$ cat src/rtl/xfc_pkg.sv
package xfc_pkg;

    typedef enum logic [1:0] {
        S_IDLE = 2'd0,
        S_EVAL = 2'd1,
        S_RESP = 2'd2
    } xfc_state_e;

    typedef enum logic [2:0] {
        XF_NONE      = 3'd0,
        XF_MISALIGN  = 3'd1,
        XF_ACCESS    = 3'd2,
        XF_REAL_MISS = 3'd3,
        XF_MMU_MISS  = 3'd4,
        XF_PROTECT   = 3'd5
    } xf_kind_e;

    localparam int FT_W = 9;
    localparam logic [FT_W-1:0] FT_PRIV    = 9'd1;
    localparam logic [FT_W-1:0] FT_SIDEEFF = 9'd2;
    localparam logic [FT_W-1:0] FT_NFO     = 9'd4;
    localparam logic [FT_W-1:0] FT_RANGE   = 9'd8;
    localparam logic [FT_W-1:0] FT_OTHER   = 9'd16;

    localparam logic [1:0] CT_PRIMARY   = 2'd0;
    localparam logic [1:0] CT_SECONDARY = 2'd1;
    localparam logic [1:0] CT_NUCLEUS   = 2'd2;

    typedef struct packed {
        logic [1:0] size_log2;
        logic       write;
        logic       priv;
        logic       hpriv;
        logic       amask;
        logic [2:0] trap_lvl;
        logic       xlat_on;
        logic       implicit;
        logic       nf_acc;
        logic [1:0] ctx_type;
        logic [7:0] asi;
        logic       data_side;
        logic       hit;
        logic       pg_priv;
        logic       pg_wr;
        logic       pg_nf;
        logic       pg_se;
    } xfc_req_t;

endpackage

$ cat src/rtl/xfc_checks.sv
module xfc_checks #(
    parameter int              VA_W     = 64,
    parameter int              PA_W     = 40,
    parameter int              PG_SHIFT = 13,
    parameter int              UC_BIT   = 39,
    parameter logic [VA_W-1:0] HOLE_LO  = 64'h0000_8000_0000_0000,
    parameter logic [VA_W-1:0] HOLE_HI  = 64'hFFFF_7FFF_FFFF_FFFF
) (
    input  logic [VA_W-1:0]          va,
    input  xfc_pkg::xfc_req_t        rq,
    input  logic [PA_W-PG_SHIFT-1:0] ppn,
    output xfc_pkg::xf_kind_e        kind,
    output logic [xfc_pkg::FT_W-1:0] ftype,
    output logic                     se_flag,
    output logic                     wr_fsr,
    output logic                     wr_tag,
    output logic [VA_W-1:0]          va_eff,
    output logic [PA_W-1:0]          pa,
    output logic                     uc
);
    import xfc_pkg::*;

    localparam int HALF_W = 32;

    logic [VA_W-1:0] size_mask;
    logic            misal, in_hole, bypass;

    always_comb begin
        va_eff    = rq.amask ? {{(VA_W-HALF_W){1'b0}}, va[HALF_W-1:0]} : va;
        size_mask = (VA_W'(1) << rq.size_log2) - VA_W'(1);
        misal     = |(va & size_mask);
        bypass    = rq.implicit && rq.hpriv;
        in_hole   = !rq.amask && (va_eff >= HOLE_LO) && (va_eff <= HOLE_HI);

        kind    = XF_NONE;
        ftype   = '0;
        se_flag = 1'b0;
        wr_fsr  = 1'b0;
        wr_tag  = 1'b0;
        pa      = {ppn, va_eff[PG_SHIFT-1:0]};
        uc      = 1'b0;

        if (misal) begin
            kind = XF_MISALIGN; ftype = FT_OTHER; wr_fsr = 1'b1;
        end else if (bypass) begin
            pa = va_eff[PA_W-1:0];
        end else if (in_hole) begin
            kind = XF_ACCESS; ftype = FT_RANGE; wr_fsr = 1'b1;
        end else if (!rq.hit) begin
            kind   = rq.xlat_on ? XF_MMU_MISS : XF_REAL_MISS;
            wr_tag = 1'b1;
        end else if (!rq.priv && rq.pg_priv) begin
            kind = XF_ACCESS; ftype = FT_PRIV;
            se_flag = rq.pg_se; wr_fsr = 1'b1; wr_tag = 1'b1;
        end else if (rq.write && !rq.pg_wr) begin
            kind = XF_PROTECT; ftype = FT_OTHER;
            se_flag = rq.pg_se; wr_fsr = 1'b1; wr_tag = 1'b1;
        end else if (rq.pg_nf && !rq.nf_acc) begin
            kind = XF_ACCESS; ftype = FT_NFO;
            se_flag = rq.pg_se; wr_fsr = 1'b1; wr_tag = 1'b1;
        end else if (rq.pg_se && rq.nf_acc) begin
            kind = XF_ACCESS; ftype = FT_SIDEEFF;
            se_flag = rq.pg_se; wr_fsr = 1'b1; wr_tag = 1'b1;
        end else begin
            uc = rq.pg_se || pa[UC_BIT];
        end
    end

endmodule

$ cat config.mk
export PLATFORM = sky130hd
export DESIGN_NAME = xfc_checks
export DESIGN_NICKNAME = d
export VERILOG_FILES = /design/src/rtl/xfc_pkg.sv /design/src/rtl/xfc_checks.sv
export SDC_FILE = /design/constraint.sdc
export NUM_CORES = 1
export LEC_CHECK = 0
export BUFFER_PORTS_ARGS = -buffer_cell sky130_fd_sc_hd__buf_2
export CAP_MARGIN = 5
export CORE_AREA = 2 2 93 95
export DETAILED_ROUTE_END_ITERATION = 7
export DIE_AREA = 0 0 95 97
export PLACE_DENSITY = 0.6
export SLEW_MARGIN = 0
export SYNTH_ARGS = -nofsm -noshare
export SYNTH_HDL_FRONTEND = slang
export SYNTH_SLANG_ARGS = --single-unit
$ cat constraint.sdc
create_clock -name vclk -period 4.01
set_clock_uncertainty 0.2 [all_clocks]
set_input_delay 0.802 -clock vclk [all_inputs]
set_output_delay 0.802 -clock vclk [all_outputs]
set_load 0.01 [all_outputs]
==> results.py, run 1 <==
metrics = {
    "clock_tree": {
        "cts_resized": 0,
        "cts_hold_buf": 0,
        "post-cts-setup-buffer-count": 0,
    },
    "synthesis": {
        "synth.most_common_cell": "buf_4",
        "synth_common_cells": "49 x buf_4, 34 x nor2b_1, 22 x mux2_1, 10 x nor4_1, 7 x nand2_1",
        "synth_warnings": 0,
        "syn_area_sq_um": 1310,
        "synth.area.top_cells": "buf_4 28%, mux2_1 19%, nor2b_1 16%",
        "synth_cell_type_count": 33,
        "syn_inst": 179,
        "ys_seq_area_share_pct": 0,
        "syn_avg_cell_area_sq_um": 7.32,
        "yosysTopAreaCell": "buf_4",
        "synth_top_area_share_pct": 28.1,
    },
    "global_route": {
        "grt_pass1_vias": 1681,
        "grt_max_degree": 33,
        "antenna_found_initial": 0,
        "grtUsageTotal_pct": 10.6,
        "grt_pass1_wl_mm": 7.94,
        "overflow": 0,
    },
    "timing": {
        "setup_viol": 0,
        "slew_viol_final": 0,
        "slew_headroom_pct": 63.4,
        "finalSetupTns_ps": 0,
        "worst_pin_slew_ps": 546,
        "min_period_ps": 3860,
        "fmax_mhz": 259,
        "period_share_pct": 96.2,
        "finalHoldViolCount": 0,
        "rsz0062_at_grt": "no",
    },
    "die": {
        "core_sq_um": 8130,
        "initial_core_util_pct": 16.1,
        "ios": 239,
        "die_x_um": 95,
        "fp.dieH_um": 97,
        "fp-row-count": 33,
        "die_area_sq_um": 9220,
    },
    "power_and_ir_drop": {
        "power_leakage_nw": 1.19,
        "p_seq_share_pct": 0,
        "p_switching_mw": 0.117,
        "combinationalPowerShare_pct": 100.0,
        "clockPowerShare_pct": 0,
        "peakVddDrop_v": 0.0000327,
        "intPower_mw": 0.111,
        "power_density_nw_per_um2": 107,
        "switching_share_pct": 51.2,
    },
    "critical_path": {
        "crit_type": "in -> out",
        "path_max_fanout": 17,
        "critPathCaptureType": "primary output",
        "crit_path_start_kind": "primary input",
        "cp_data_required_time_ps": 3010,
        "arrival_ps": 2850,
    },
    "placement": {
        "portBuffers": 206,
        "gp_congestion": 0.735,
        "place_hpwl_mm": 5.04,
    },
    "detailed_routing": {
        "drc": 0,
        "met3_length_um": 446,
        "routed.top_layer": "met4",
        "vias": 1836,
        "drtIter0Drc": 47,
        "drt_wl_total_mm": 5.54,
        "drtPass1Iterations": 4,
        "avgRoutedWirePerCell_um": 12.5,
        "wl_met1_mm": 2.11,
        "wl_met2_mm": 2.94,
        "detail-route-antenna-nets": 0,
        "via_per_inst": 4.14,
    },
    "cells_and_area": {
        "drive_above_1_share_pct": 65.4,
        "final_core_util_pct": 26.2,
        "diodes": 0,
        "seq_cells": 0,
        "clkbuf_count": 0,
        "nFillCells": 906,
        "syn_to_final_growth_pct": 62.5,
        "nets": 460,
        "regArea_sq_um": 0,
    },
    "job": {
        "drv_cap": 0,
    },
    "hold_path": {
        "hold_path_startpoint": "va[3]",
        "hold_end": "pa[3]",
        "hold_depth": 0,
        "hold_path_class": "in -> out",
    },
    "status": {
        "status": "complete, no violations",
    },
}
## worst max-delay path by stage
| stage | start | to | slack [ps] | depth (start not counted) |
|---|---|---|---|---|
| after floorplan | rq[27] | pa[19] | 240 | 7 |
| after global placement | rq[27] | pa[13] | 100 | 10 |
| after detailed placement | rq[27] | pa[19] | 100 | 10 |
| after CTS | rq[27] | pa[19] | 80 | 10 |
| after global routing | rq[27] | ftype[1] | 6 | 9 |
| final | rq[27] | pa[19] | 150 | 10 |
## area by class of cell
type	count	area (sq um)	share of cell area, %
timing repair buffer	211	1070	50.2
tap	105	131	6.17
multi-input combinational	126	925	43.4
inverter	1	3.75	0.176
## metrics by stage
stage | hold WS, ps | worst slack [ps] | instances | area [sq um] | power [mW]
detailed placement | 1400 | 98.8 | 442 | 2120 | 0.229
global placement | 1400 | 102 | 442 | 2120 | 0.227
global route | 1400 | 6.02 | 443 | 2130 | 0.252
finish | 1400 | 153 | 443 | 2130 | 0.228
floorplan | 1460 | 237 | 182 | 1320 | 0.137
CTS | 1400 | 77.4 | 442 | 2120 | 0.230
## power groups by stage
| stage | logic (mW) | registers [mW] | clock network [mW] |
|---|---|---|---|
| final | 0.228 | 0 | 0 |
| after global placement | 0.227 | 0 | 0 |
| after CTS | 0.230 | 0 | 0 |
| after global routing | 0.252 | 0 | 0 |
| after detailed placement | 0.229 | 0 | 0 |
| after floorplan | 0.137 | 0 | 0 |
## worst max-delay path: stages
cell,delay (ps)
buf_2,120
or2_2,290
ha_1,280
clkinv_1,50
a222oi_1,310
buf_4,190
nand3_2,90
buf_4,230
mux2_1,340
buf_2,150
## routing by layer
layer | vias up | GRT usage (%)
met4 | 0 | 0.669
met3 | 6 | 0.623
met5 | - | 0
li1 | 905 | -
met1 | 811 | 11.5
met2 | 114 | 22.4
## cell usage in the layout (no fill, tap or decap)
cell type	instances
a31o_2	1
buf_2	206
and4_1	1
and3_1	1
a211oi_1	3
o31ai_1	1
nand3_1	3
nor4_1	10
o211ai_1	2
or4_1	1
nand4_1	4
mux2_2	5
nor2b_1	34
o21ai_2	1
a41o_1	2
or2_2	2
o211a_1	1
nor2_1	1
o21ai_0	3
and2_1	2
nand2_1	7
buf_4	5
nand3_2	1
conb_1	4
ha_1	1
a21o_1	1
clkinv_1	1
a222oi_1	1
mux2_1	22
nor3_1	6
nand2b_1	4
mux2i_1	1
## kinds of logic after synthesis
family                   after synthesis  synth area share, %
AO/OA/AOI/OAI                         16                 9.55
buffers and inverters                 56                 30.3
adder cells (fa/ha/maj)                1                0.955
other                                  1                0.286
multiplexers                          28                 24.0
AND/OR/NAND/NOR                       77                 35.0
No activity file was read; power rests on OpenSTA's default activity.
==> run 2: changes to the inputs <==
- ABC_AREA: not set -> 1
- CORE_AREA: 2 2 93 95 -> 2 2 92 94
- DIE_AREA: 0 0 95 97 -> 0 0 94 96
- PLACE_DENSITY: 0.6 -> 0.69
==> run 2 against run 1 <==
Net effect: routed wire length is 36% higher; die area is 2.1% lower; clock-buffer cell count stayed put; worst setup slack better by 180 ps; final cell count is 59% higher; area after synthesis is 50% higher; critical path depth is 6 higher; sequential share of layout area stayed put; power is 35% higher; worst hold slack hardly changed; utilization is 8.4 points higher.
==> results.py, run 2 <==
metrics = {
    "cells_and_area": {
        "drive_above_1_share_pct": 36.6,
        "layout_common_cells": "212 x nand2_1, 206 x buf_2, 74 x nor2_1",
        "final_common_cell": "nand2_1",
        "diodes": 0,
        "clkbuf_count": 0,
        "post_layout_nonfiller_instances": 706,
        "nFillCells": 992,
        "syn_to_final_growth_pct": 41.8,
        "regArea_sq_um": 0,
        "nets": 723,
        "seq_cells": 0,
    },
    "power_and_ir_drop": {
        "power_leakage_nw": 1.94,
        "p_switching_mw": 0.181,
        "p_seq_share_pct": 0,
        "finalPower_mw": 0.309,
        "peakVddDrop_v": 0.0000388,
        "combinationalPowerShare_pct": 100.0,
        "power_density_nw_per_um2": 111,
        "clockPowerShare_pct": 0,
        "intPower_mw": 0.127,
        "switching_share_pct": 58.7,
    },
    "detailed_routing": {
        "vias": 2959,
        "drtIter0Drc": 81,
        "via_per_inst": 4.19,
        "drtPass1Iterations": 4,
        "avgRoutedWirePerCell_um": 10.6,
        "drt_wl_total_mm": 7.51,
        "drc": 0,
        "detail-route-antenna-nets": 0,
    },
    "job": {
        "drv_cap": 0,
    },
    "synthesis": {
        "synth_warnings": 0,
        "ys_seq_area_share_pct": 0,
        "synth.area.top_cells": "nand2_1 41%, buf_4 20%, nor2_1 14%",
        "syn_inst": 448,
        "synth_cell_type_count": 21,
        "synth_common_cells": "213 x nand2_1, 75 x nor2_1, 52 x buf_4, 47 x inv_1, 13 x o21ai_0",
        "yosysTopAreaCell": "nand2_1",
        "syn_avg_cell_area_sq_um": 4.38,
        "synth.most_common_cell": "nand2_1",
        "syn_area_sq_um": 1960,
        "synth_top_area_share_pct": 40.8,
    },
    "global_route": {
        "grt_pass1_wl_mm": 11.2,
        "grt_max_degree": 33,
        "grtUsageTotal_pct": 14.9,
        "grt_pass1_vias": 2437,
        "overflow": 0,
        "antenna_found_initial": 0,
    },
    "timing": {
        "finalHoldViolCount": 0,
        "finalSetupTns_ps": 0,
        "fmax_mhz": 272,
        "slew_viol_final": 0,
        "rsz0062_at_grt": "no",
        "period_share_pct": 91.8,
        "setup_viol": 0,
        "min_period_ps": 3680,
    },
    "critical_path": {
        "critPathTopFamily": "simple AND/OR/NAND/NOR gates",
        "cp_data_required_time_ps": 3010,
        "crit_slowest_cell": "nor2_2",
        "cp-startpoint": "rq[27]",
        "critPathCaptureType": "primary output",
        "crit_type": "in -> out",
        "critical_path.max_stage_delay_ps": 200,
        "cp.depth": 16,
        "arrival_ps": 2680,
        "crit_path_end": "kind[2]",
        "crit_path_start_kind": "primary input",
        "critPathBufInv": 6,
        "crit_chain": "buf_2 -> nor2_1 -> inv_1 -> ha_1 -> inv_1 -> nor2_2 -> buf_4 -> o21ai_0 -> nand2_1 -> nor2_1 -> nand2_1 -> nor2_2 -> buf_12 -> nand2_2 -> nor2_1 -> buf_2",
        "critPathMostFrequentCell": "nor2_1",
        "path_max_fanout": 16,
    },
    "die": {
        "fp.dieH_um": 96,
        "die_area_sq_um": 9020,
        "ios": 239,
        "fp-row-count": 33,
        "die_x_um": 94,
        "initial_core_util_pct": 24.4,
        "core_sq_um": 8050,
    },
    "placement": {
        "place_hpwl_mm": 6.24,
        "dp_cells": 706,
        "portBuffers": 206,
        "gp_congestion": 0.907,
    },
    "status": {
        "status": "complete, no violations",
    },
    "clock_tree": {
        "post-cts-setup-buffer-count": 0,
    },
    "hold_path": {
        "hold_path_class": "in -> out",
    },
}
[run 2: changes by cell type after synthesis, moves of 5 or more]
cell     previous run  this run
mux2_1             22         0
inv_1               0        47
nor2b_1            34         0
nand2_1             7       213
o21ai_1             0        10
o21ai_0             3        13
nor2_1              1        75
mux2_2              5         0
nor4_1             10         0
nand3_1             3        10
[run 2: how the worst min path moves through the flow]
stage	startpoint	to	cells past startpoint
final	va[9]	va_eff[9]	0
after floorplan	va[41]	va_eff[41]	2
after global placement	va[11]	pa[11]	0
after detailed placement	va[11]	pa[11]	0
after global routing	va[9]	pa[9]	0
after CTS	va[11]	pa[11]	0
[run 2: what timing repair did]
item,in CTS,in global routing
gates resized for setup,0,2
hold endpoints to repair,0,0
hold buffers,0,0
endpoints found under the setup margin,0,9
[run 2: logic make-up (layout without fill, tap and decap cells)]
group | after synthesis | after routing | share of synthesized area, %
other cells | 1 | 4 | 0.191
buf+inv | 112 | 262 | 31.6
compound gates | 29 | 29 | 7.78
simple gates | 305 | 305 | 59.8
fa+ha+maj | 1 | 1 | 0.638
[run 2: per-layer routing]
layer	routed length [um]	vias to the layer above	part of all wire (%)	GRT usage [%]
met5	0	-	0	0
met4	91	0	1.2	1.69
met3	461	11	6.1	1.17
met2	3520	112	47	26.6
met1	3440	1246	46	20.1
li1	-	1590	-	-
[run 2: final cells by class]
cell class | count | area, sq um | area share (%)
inverter | 49 | 184 | 6.61
multi-input combinational | 339 | 1360 | 48.8
tap | 105 | 131 | 4.72
timing repair buffer | 213 | 1110 | 39.8
[run 2: metrics by stage]
| step | cell area (sq um) | hold slack, ps | worst slack, ps | util (%) |
|---|---|---|---|---|
| finish | 2780 | 1400 | 329 | 34.6 |
| global route | 2780 | 1400 | 39.7 | 34.6 |
| CTS | 2780 | 1400 | 162 | 34.5 |
| detailed placement | 2780 | 1400 | 177 | 34.5 |
| global placement | 2780 | 1400 | 207 | 34.5 |
| floorplan | 1970 | 1490 | 871 | - |
[run 2: power by group through the flow]
stage          clock (mW)  combinational (mW)  sequential, mW
2_1_floorplan           0               0.192               0
4_1_cts                 0               0.312               0
6_report                0               0.309               0
3_3_place_gp            0               0.309               0
5_1_grt                 0               0.351               0
3_5_place_dp            0               0.310               0
==> run 3: changes to the inputs <==
- MAX_ROUTING_LAYER: not set -> met4
==> run 3 against run 2 <==
Net effect: sequential share of layout area stayed put; first-iteration DRC count is 8.6% lower; non-clock buffer count stayed put; critical path type unchanged; largest cell class unchanged.
==> results.py, run 3 (synthesized netlist as in run 2, its figures left out) <==
metrics = {
    "power_and_ir_drop": {
        "peakVddDrop_v": 0.0000388,
        "power_density_nw_per_um2": 111,
        "power_leakage_nw": 1.94,
    },
    "critical_path": {
        "cp_data_required_time_ps": 3010,
        "cp-startpoint": "rq[27]",
        "arrival_ps": 2680,
        "path_max_fanout": 16,
        "crit_path_start_kind": "primary input",
        "crit_chain": "buf_2 -> nor2_1 -> inv_1 -> ha_1 -> inv_1 -> nor2_2 -> buf_4 -> o21ai_0 -> nand2_1 -> nor2_1 -> nand2_1 -> nor2_2 -> buf_12 -> nand2_2 -> nor2_1 -> buf_2",
        "crit_slowest_cell": "nor2_2",
        "critPathTopFamily": "simple AND/OR/NAND/NOR gates",
        "crit_type": "in -> out",
        "critPathBufInv": 6,
        "critical_path.max_stage_delay_ps": 200,
        "critPathMostFrequentCell": "nor2_1",
        "critPathCaptureType": "primary output",
    },
    "status": {
        "status": "complete, no violations",
    },
    "hold_path": {
        "hold_path_startpoint": "va[9]",
        "hold_end": "va_eff[9]",
        "hold_path_class": "in -> out",
        "hold_depth": 0,
    },
    "die": {
        "fp.dieH_um": 96,
        "ios": 239,
        "die_x_um": 94,
        "fp-row-count": 33,
        "core_sq_um": 8050,
        "initial_core_util_pct": 24.4,
        "die_area_sq_um": 9020,
    },
    "placement": {
        "place_hpwl_mm": 6.24,
        "gp_congestion": 0.923,
        "post_dp_cell_area_sq_um": 2780,
        "portBuffers": 206,
    },
    "cells_and_area": {
        "stdcell_area_sq_um": 2780,
        "seq_cells": 0,
        "clkbuf_count": 0,
        "regArea_sq_um": 0,
        "syn_to_final_growth_pct": 41.8,
        "nets": 723,
        "nFillCells": 992,
        "diodes": 0,
        "final_common_cell": "nand2_1",
        "drive_above_1_share_pct": 36.6,
        "layout_common_cells": "212 x nand2_1, 206 x buf_2, 74 x nor2_1",
    },
    "clock_tree": {
        "cts_hold_buf": 0,
    },
    "global_route": {
        "grt_pass1_vias": 2434,
        "overflow": 0,
        "grtUsageTotal_pct": 15.3,
        "grt_pass1_wl_mm": 11.2,
        "antenna_found_initial": 0,
        "grt_max_degree": 33,
    },
    "detailed_routing": {
        "drt_wl_total_mm": 7.51,
        "detail-route-antenna-nets": 0,
        "via_per_inst": 4.19,
        "drtPass1Iterations": 4,
        "drc": 0,
        "vias": 2960,
        "drtIter0Drc": 74,
        "avgRoutedWirePerCell_um": 10.6,
    },
    "timing": {
        "period_share_pct": 91.8,
        "slew_viol_final": 0,
        "setup_viol": 0,
        "finalSetupTns_ps": 0,
        "finalHoldViolCount": 0,
        "min_period_ps": 3680,
        "fmax_mhz": 272,
        "rsz0062_at_grt": "no",
    },
    "job": {
        "drv_cap": 0,
    },
}
==> run 3: cell counts in the layout (fill, tap and decap cells not counted) <==
Identical to the previous run, type by type.
==> run 3: power by group <==
group	total, mW	internal (mW)	switching [mW]
registers	0	0	0
logic	0.309	0.127	0.181
clock network	0	0	0
==> run 3: metrics by stage <==
step | setup WS (ps) | power, mW | instances | util, % | hold WS, ps
3_5_place_dp | 177 | 0.310 | 706 | 34.5 | 1400
3_3_place_gp | 207 | 0.309 | 706 | 34.5 | 1400
5_1_grt | 41.6 | 0.351 | 706 | 34.6 | 1400
6_report | 329 | 0.309 | 706 | 34.6 | 1400
2_1_floorplan | 871 | 0.192 | 451 | - | 1490
4_1_cts | 162 | 0.312 | 706 | 34.5 | 1400
==> run 3: how the worst max path moves through the flow <==
stage                           to  slack [ps]  cells past startpoint
after floorplan           ftype[0]         870                     13
after global placement      wr_tag         210                     16
after detailed placement   kind[2]         180                     16
after CTS                  kind[2]         160                     16
after global routing        wr_tag          40                     16
final                      kind[2]         330                     16
==> run 3: what timing repair did <==
| item | in CTS | in global routing |
|---|---|---|
| endpoints found under the setup margin | 0 | 9 |
| buffers inserted | 0 | 0 |
| resized for setup | 0 | 2 |
==> run 3: routing by layer <==
layer	wire (um)	global-route usage (%)	vias up
li1	-	-	1590
met1	3450	20.2	1247
met2	3520	26.6	112
met3	452	1.02	11
met4	91	1.69	0
met5	0	-	-
==> run 3: final cells by class <==
type / instances / area [sq um] / area share [%]
Tap cell: 105 / 131 / 4.72
Inverter: 49 / 184 / 6.61
Timing Repair Buffer: 213 / 1110 / 39.8
Multi-Input combinational cell: 339 / 1360 / 48.8
